**src/rtl/ahbm_pkg.sv**
```systemverilog
package ahbm_pkg;
  localparam logic [1:0] TR_IDLE = 2'b00;
  localparam logic [1:0] TR_NSEQ = 2'b10;
  localparam logic [1:0] TR_SEQ  = 2'b11;
  localparam logic [2:0] BU_SINGLE = 3'b000;
  localparam logic [2:0] BU_INCR   = 3'b001;

  // Byte distance between consecutive beats of a given size code.
  function automatic logic [63:0] beat_step(input logic [2:0] sz);
    return 64'd1 << sz;
  endfunction

  // Burst code picked from the number of beats requested.
  function automatic logic [2:0] burst_for(input int unsigned n);
    return (n > 1) ? BU_INCR : BU_SINGLE;
  endfunction
endpackage

```
**src/rtl/ahbm_addr_seq.sv**
```systemverilog
module ahbm_addr_seq
  import ahbm_pkg::*;
#(
  parameter int AW = 32,
  parameter int CW = 5,
  parameter int BW = 4
) (
  input  logic          clk,
  input  logic          rst_n,
  input  logic          load,
  input  logic [AW-1:0] ld_addr,
  input  logic [2:0]    ld_size,
  input  logic [CW-1:0] ld_beats,
  input  logic          push,
  input  logic          cancel,
  output logic [AW-1:0] haddr,
  output logic [1:0]    htrans,
  output logic [2:0]    hsize,
  output logic [BW-1:0] ap_beat,
  output logic          ap_last
);
  logic [BW-1:0] last_idx;

  assign ap_last = (ap_beat == last_idx);

  always_ff @(posedge clk or negedge rst_n) begin
    if (!rst_n) begin
      haddr    <= '0;
      htrans   <= TR_IDLE;
      hsize    <= '0;
      ap_beat  <= '0;
      last_idx <= '0;
    end else if (load) begin
      haddr    <= ld_addr;
      htrans   <= TR_NSEQ;
      hsize    <= ld_size;
      ap_beat  <= '0;
      last_idx <= (ld_beats == '0) ? '0 : BW'(ld_beats - CW'(1));
    end else if (cancel) begin
      htrans <= TR_IDLE;
    end else if (push) begin
      if (ap_last) begin
        htrans <= TR_IDLE;
      end else begin
        haddr   <= haddr + AW'(beat_step(hsize));
        htrans  <= TR_SEQ;
        ap_beat <= ap_beat + 1'b1;
      end
    end
  end
endmodule

```
**src/rtl/ahbm_data_stage.sv**
```systemverilog
module ahbm_data_stage #(
  parameter int AW = 32,
  parameter int DW = 32,
  parameter int BW = 4
) (
  input  logic          clk,
  input  logic          rst_n,
  input  logic          push,
  input  logic          hready,
  input  logic [AW-1:0] a_addr,
  input  logic          a_write,
  input  logic [BW-1:0] a_beat,
  input  logic          a_last,
  input  logic [DW-1:0] wbase,
  output logic          dp_valid,
  output logic [AW-1:0] dp_addr,
  output logic          dp_write,
  output logic [BW-1:0] dp_beat,
  output logic          dp_last,
  output logic [DW-1:0] hwdata
);
  always_ff @(posedge clk or negedge rst_n) begin
    if (!rst_n) begin
      dp_valid <= 1'b0;
      dp_addr  <= '0;
      dp_write <= 1'b0;
      dp_beat  <= '0;
      dp_last  <= 1'b0;
      hwdata   <= '0;
    end else if (push) begin
      dp_valid <= 1'b1;
      dp_addr  <= a_addr;
      dp_write <= a_write;
      dp_beat  <= a_beat;
      dp_last  <= a_last;
      hwdata   <= wbase + DW'(a_beat);
    end else if (hready) begin
      dp_valid <= 1'b0;
    end
  end
endmodule

```
**src/rtl/ahbm_fault_reg.sv**
```systemverilog
module ahbm_fault_reg #(
  parameter int AW = 32,
  parameter int BW = 4
) (
  input  logic          clk,
  input  logic          rst_n,
  input  logic          capture,
  input  logic          clear,
  input  logic [AW-1:0] c_addr,
  input  logic          c_write,
  input  logic [BW-1:0] c_beat,
  output logic          flt_valid,
  output logic [AW-1:0] flt_addr,
  output logic          flt_write,
  output logic [BW-1:0] flt_beat
);
  always_ff @(posedge clk or negedge rst_n) begin
    if (!rst_n) begin
      flt_valid <= 1'b0;
      flt_addr  <= '0;
      flt_write <= 1'b0;
      flt_beat  <= '0;
    end else if (capture) begin
      flt_valid <= 1'b1;
      flt_addr  <= c_addr;
      flt_write <= c_write;
      flt_beat  <= c_beat;
    end else if (clear) begin
      flt_valid <= 1'b0;
    end
  end
endmodule

```
**src/rtl/ahbm_engine.sv**
```systemverilog
module ahbm_engine
  import ahbm_pkg::*;
#(
  parameter int AW = 32,
  parameter int DW = 32,
  parameter int MAX_BEATS = 16,
  parameter logic [3:0] PROT = 4'b0011,
  localparam int CW = $clog2(MAX_BEATS + 1),
  localparam int BW = $clog2(MAX_BEATS)
) (
  input  logic          clk,
  input  logic          rst_n,
  input  logic          cmd_start,
  input  logic [AW-1:0] cmd_addr,
  input  logic          cmd_write,
  input  logic [CW-1:0] cmd_beats,
  input  logic [2:0]    cmd_size,
  input  logic [DW-1:0] cmd_wdata,
  output logic          cmd_busy,
  output logic          cmd_done,
  output logic          cmd_err,
  output logic          rd_valid,
  output logic [DW-1:0] rd_data,
  output logic [BW-1:0] rd_beat,
  input  logic          flt_clear,
  output logic          flt_valid,
  output logic [AW-1:0] flt_addr,
  output logic          flt_write,
  output logic [BW-1:0] flt_beat,
  output logic [AW-1:0] haddr,
  output logic [1:0]    htrans,
  output logic          hwrite,
  output logic [2:0]    hsize,
  output logic [2:0]    hburst,
  output logic [3:0]    hprot,
  output logic [DW-1:0] hwdata,
  input  logic          hready,
  input  logic          hresp,
  input  logic [DW-1:0] hrdata
);
  logic          take, push, err_first, err_seen, beat_ok, cmd_fin;
  logic          ap_active, ap_last;
  logic [BW-1:0] ap_beat;
  logic          dp_valid, dp_write, dp_last;
  logic [AW-1:0] dp_addr;
  logic [BW-1:0] dp_beat;
  logic [DW-1:0] wbase;

  assign hprot     = PROT;
  assign ap_active = (htrans != TR_IDLE);
  assign take      = cmd_start && !cmd_busy && !flt_valid;
  assign err_first = dp_valid && hresp && !hready;
  assign err_seen  = dp_valid && hresp && hready;
  assign beat_ok   = dp_valid && hready && !hresp;
  assign push      = hready && ap_active && !err_seen;
  assign cmd_fin   = err_seen || (beat_ok && dp_last);

  ahbm_addr_seq #(.AW(AW), .CW(CW), .BW(BW)) u_addr (
    .clk(clk), .rst_n(rst_n), .load(take), .ld_addr(cmd_addr),
    .ld_size(cmd_size), .ld_beats(cmd_beats), .push(push),
    .cancel(err_first || err_seen), .haddr(haddr), .htrans(htrans),
    .hsize(hsize), .ap_beat(ap_beat), .ap_last(ap_last)
  );

  ahbm_data_stage #(.AW(AW), .DW(DW), .BW(BW)) u_data (
    .clk(clk), .rst_n(rst_n), .push(push), .hready(hready),
    .a_addr(haddr), .a_write(hwrite), .a_beat(ap_beat), .a_last(ap_last),
    .wbase(wbase), .dp_valid(dp_valid), .dp_addr(dp_addr),
    .dp_write(dp_write), .dp_beat(dp_beat), .dp_last(dp_last),
    .hwdata(hwdata)
  );

  ahbm_fault_reg #(.AW(AW), .BW(BW)) u_fault (
    .clk(clk), .rst_n(rst_n), .capture(err_seen), .clear(flt_clear),
    .c_addr(dp_addr), .c_write(dp_write), .c_beat(dp_beat),
    .flt_valid(flt_valid), .flt_addr(flt_addr), .flt_write(flt_write),
    .flt_beat(flt_beat)
  );

  always_ff @(posedge clk or negedge rst_n) begin
    if (!rst_n) begin
      cmd_busy <= 1'b0;
      cmd_done <= 1'b0;
      cmd_err  <= 1'b0;
      hwrite   <= 1'b0;
      hburst   <= BU_SINGLE;
      wbase    <= '0;
      rd_valid <= 1'b0;
      rd_data  <= '0;
      rd_beat  <= '0;
    end else begin
      cmd_done <= cmd_fin;
      cmd_err  <= err_seen;
      rd_valid <= beat_ok && !dp_write;
      if (beat_ok && !dp_write) begin
        rd_data <= hrdata;
        rd_beat <= dp_beat;
      end
      if (take) begin
        cmd_busy <= 1'b1;
        hwrite   <= cmd_write;
        hburst   <= burst_for(int'(cmd_beats));
        wbase    <= cmd_wdata;
      end else if (cmd_fin) begin
        cmd_busy <= 1'b0;
      end
    end
  end

  // a newly started command opens with NONSEQ
  p_first_nonseq_r2: assert property (@(posedge clk) disable iff (!rst_n)
    $rose(cmd_busy) |-> htrans == TR_NSEQ);

  // address phase held while the slave stretches a good beat
  p_hold_r3: assert property (@(posedge clk) disable iff (!rst_n)
    (ap_active && !hready && !(dp_valid && hresp)) |=> ($stable(haddr) && $stable(htrans)));

  // first error cycle withdraws the queued beat
  p_cancel_r6: assert property (@(posedge clk) disable iff (!rst_n)
    err_first |=> htrans == TR_IDLE);

  // nothing issued after an accepted error
  p_abort_r7: assert property (@(posedge clk) disable iff (!rst_n)
    err_seen |=> (htrans == TR_IDLE && !cmd_busy));

  // accepted error produces a record, held until cleared
  p_rec_r8: assert property (@(posedge clk) disable iff (!rst_n)
    err_seen |=> flt_valid);
  p_flt_hold_r8: assert property (@(posedge clk) disable iff (!rst_n)
    (flt_valid && !flt_clear) |=> (flt_valid && $stable(flt_addr) && $stable(flt_beat)));

  // one done pulse per command
  p_done_once_r9: assert property (@(posedge clk) disable iff (!rst_n)
    cmd_done |=> !cmd_done);

  // no bus activity starts while a fault is held
  p_blocked_r10: assert property (@(posedge clk) disable iff (!rst_n)
    flt_valid |=> htrans == TR_IDLE);
endmodule

```
**config.mk**
```make
export PLATFORM = sky130hd
export DESIGN_NAME = ahbm_engine
export DESIGN_NICKNAME = d
export VERILOG_FILES = /design/src/rtl/ahbm_pkg.sv /design/src/rtl/ahbm_addr_seq.sv /design/src/rtl/ahbm_data_stage.sv /design/src/rtl/ahbm_fault_reg.sv /design/src/rtl/ahbm_engine.sv
export SDC_FILE = /design/constraint.sdc
export NUM_CORES = 1
export LEC_CHECK = 0
export BUFFER_PORTS_ARGS = -buffer_cell sky130_fd_sc_hd__buf_2
export CELL_PAD_IN_SITES_DETAIL_PLACEMENT = 2
export CELL_PAD_IN_SITES_GLOBAL_PLACEMENT = 2
export CORE_MARGIN = 8
export CORE_UTILIZATION = 35
export CTS_CLUSTER_DIAMETER = 60
export DETAILED_ROUTE_END_ITERATION = 16
export PLACE_DENSITY_LB_ADDON = 0.1
export SYNTH_ARGS = -nofsm -noshare
export SYNTH_HDL_FRONTEND = slang
export SYNTH_HIERARCHICAL = 1
export SYNTH_SLANG_ARGS = --single-unit
```
**constraint.sdc**
```tcl
create_clock -name clk -period 2.8 [get_ports clk]
set_input_delay 0.56 -clock clk [delete_from_list [all_inputs] [get_ports clk]]
set_output_delay 0.56 -clock clk [all_outputs]
set_load 0.1 [all_outputs]
```
==> results.md <==
* Buf/Inv on CP at 1
* Filler instances at around 3.2k
* Synth Area in Adders at 0.0211
* Status: complete, but fails checks
* CP top delay family: simple AND/OR/NAND/NOR gates
* Most common cell after layout, fill and taps aside: buf_2
* Detailed-route via count at 8035
* Worst path max stage delay at around 0.67 ns
* Area growth syn-to-layout at 26.7%
* Period Utilization, post-route at 0.932
* Min Tclk post-route at 2.61 ns
* Synthesized instance count at 874
* Cell Area, Synth at ~0.011 sq mm
* Share of cells above drive strength 1 at 0.452
* First-pass GRT wire length at between 50 and 60 mm
* Initial antenna violation count at 2
* Largest net degree at the start of global routing at 68
* Die W at around 190 um
* Cell mode on critical path: or4_1
* Wire per inst at 21.6 um
* Crit path DAT at approximately 3.1 ns
* CTS Buf Count at 30
* FMAX at roughly 380 MHz
* Main combinational cell family by area after synthesis: multiplexers
* WL final at ~34 mm
* Complex-gate fraction of the synthesized area at 0.0736
* Final hold violations at 6
* Num rows at between 60 and 70
* Fin Clk Skew at about 0.012 ns
* CP Capture Type: register
* Startpoint Class: register
* EDFF count, synth at 0
* Vias in the first global route at roughly 9.3k
* Post-synthesis sequential element count at 228
* Clock Sinks at ~230
* Core Box Area at 0.0305 sq mm
* Crit path required time at around 3.3 ns
* Full die area at 0.0367 sq mm
* Max Root-Sink Buffers at 3
* All-Layer GR Usage at 0.182
* Tightest Pin Transition at roughly 0.76 ns
* Die Ht at approximately 190 um
* DRT Pass-1 Iters at 4
* Leading post-synthesis cells by cell area: dfrtp_1, mux2_2, mux2_4, xnor2_1, a21oi_1
* Vias/cell at about 5.1
* Failing checks: negative hold slack
* Max FO, Critical Path at 6
* Post-DP HPWL at ~24 mm
* Async S/R FF share, synth at 1.00
* RSZ-0062 raised after global routing: false
* Hold slack at -0.0160 ns
* TNS Setup at 0 ns
* Worst-path clk slew at 0.05 ns
* Cts hold-fix bufs at 0
* Total grt overflow at 0
* Final #Nets at 1272
* Placer Congestion at 0.739
* Hold WC Path Type: primary input to asynchronous set/reset pin
* Slew headroom at 0.488
* Yosys cell types at 68
* # Post-CTS Setup Buffers at 0
* XOR/XNOR share of the synthesized area at 0.0356
* Yosys top cell by area: dfrtp_1
* CTS tree: done
* Final setup vio count at 0
* Slew Limit Fails at 0
* Synth Warn # at 6
* Root Driver: clkbuf_16
* IO Pins at about 270
* Slowest library cell on the worst path: or4_1
* Avg Cell Area, Syn at about 12 sq um
* Ys flop type: dfrtp_1
* Post-synthesis mux area share at 0.179
* Port Buffers at ~260
* Initial Util at 0.354
* Post-synthesis sequential area ratio at 0.528
* Initial DRC Count at ~260
* Final ANT Viol Nets at 0
* Critical path class: register to register
* MaxCap Viol Count at 0
* Synth top area share at 0.528
* H-tree levels at 1
* Critical Path, Cell by Cell: and2_2 > nor2_4 > nor2b_1 > buf_4 > o41ai_4 > or4_1 > or4_1 > a31oi_1
* Most frequent cells in the layout: buf_2, dfrtp_1, mux2_2, nor2_1, mux2_4
* Clock latency on the worst-skew pair at about 0.55 ns
* Residual DRC at 0
* ANT cells at 0
* Post-synthesis simple-gate area fraction at 0.125
[worst paths after layout]
kind	start	to	slack [ns]	depth (start not counted)
min in group clk	cmd_addr[9]	u_addr/haddr[9]	0.23	3
max in group asynchronous	rst_n	u_addr/ap_beat[1]	2.01	2
hold reg to reg	u_data/hwdata[0]	u_data/hwdata[0]	0.50	1
setup reg to reg	u_data/dp_valid	u_addr/haddr[20]	0.19	8
hold / removal	rst_n	rd_data[4]	-0.02	1
setup / recovery	u_data/dp_valid	u_addr/haddr[20]	0.19	8
[Yosys cell counts, types with 10 or more instances]
cell      instances
dfrtp_1         228
mux2_2          104
nor2_1           54
mux2_4           48
a21oi_1          45
nand2_1          41
xnor2_1          34
nand3_1          31
clkbuf_1         27
o21ai_0          21
inv_1            17
nand4_1          16
ha_1             15
nor3_1           15
nor2b_1          10
or4_1            10
[cell type report]
class | count | area, sq um | share of cell area
tap | 396 | 495 | 0.0362
multi-input combinational | 580 | 4760 | 0.348
timing repair buffer | 287 | 1600 | 0.117
sequential | 228 | 5720 | 0.418
clock buffer | 44 | 875 | 0.0639
clock inverter | 11 | 169 | 0.0123
inverter | 17 | 63.8 | 0.00466
[flip-flops by register name (all words and copies together), names as in the netlist, 32 cells and up]
name,flops
rd_data,32
u_addr/haddr,32
u_data/dp_addr,32
u_data/hwdata,32
u_fault/flt_addr,32
wbase,32
[routing by layer]
metal  vias up  GRT usage  wire (um)
met5         -          0         24
met4         4     0.0406        673
met3        50     0.0361       1760
met2       182      0.314      16800
met1      4128      0.232      14600
li1       3671          -          -
[kinds of logic after synthesis]
kind of cell             Yosys count
AO/OA/AOI/OAI                    124
flip-flops                       228
XOR/XNOR                          43
multiplexers                     156
adder cells (fa/ha/maj)           17
buffers and inverters             70
AND/OR/NAND/NOR                  234
other                              2
[per-stage QoR]
step / util / cells / setup WS (ns) / area [sq um]
6_report: 0.449 / 1563 / 0.191 / 13700
5_1_grt: 0.449 / 1563 / 0.0349 / 13700
4_1_cts: 0.448 / 1563 / 0.0222 / 13700
3_5_place_dp: 0.414 / 1508 / -0.0552 / 12600
3_3_place_gp: 0.414 / 1508 / -0.0670 / 12600
2_1_floorplan: - / 878 / 0.0492 / 10800
[repair_timing]
item / 4_1_cts / 5_1_grt
gates resized for setup: 1 / 4
endpoints found under the hold margin: 0 / 0
endpoints found under the setup margin: 1 / 7
Power is not shown: default switching activity piles up to over one toggle a cycle in this logic, so the estimate is an artifact.
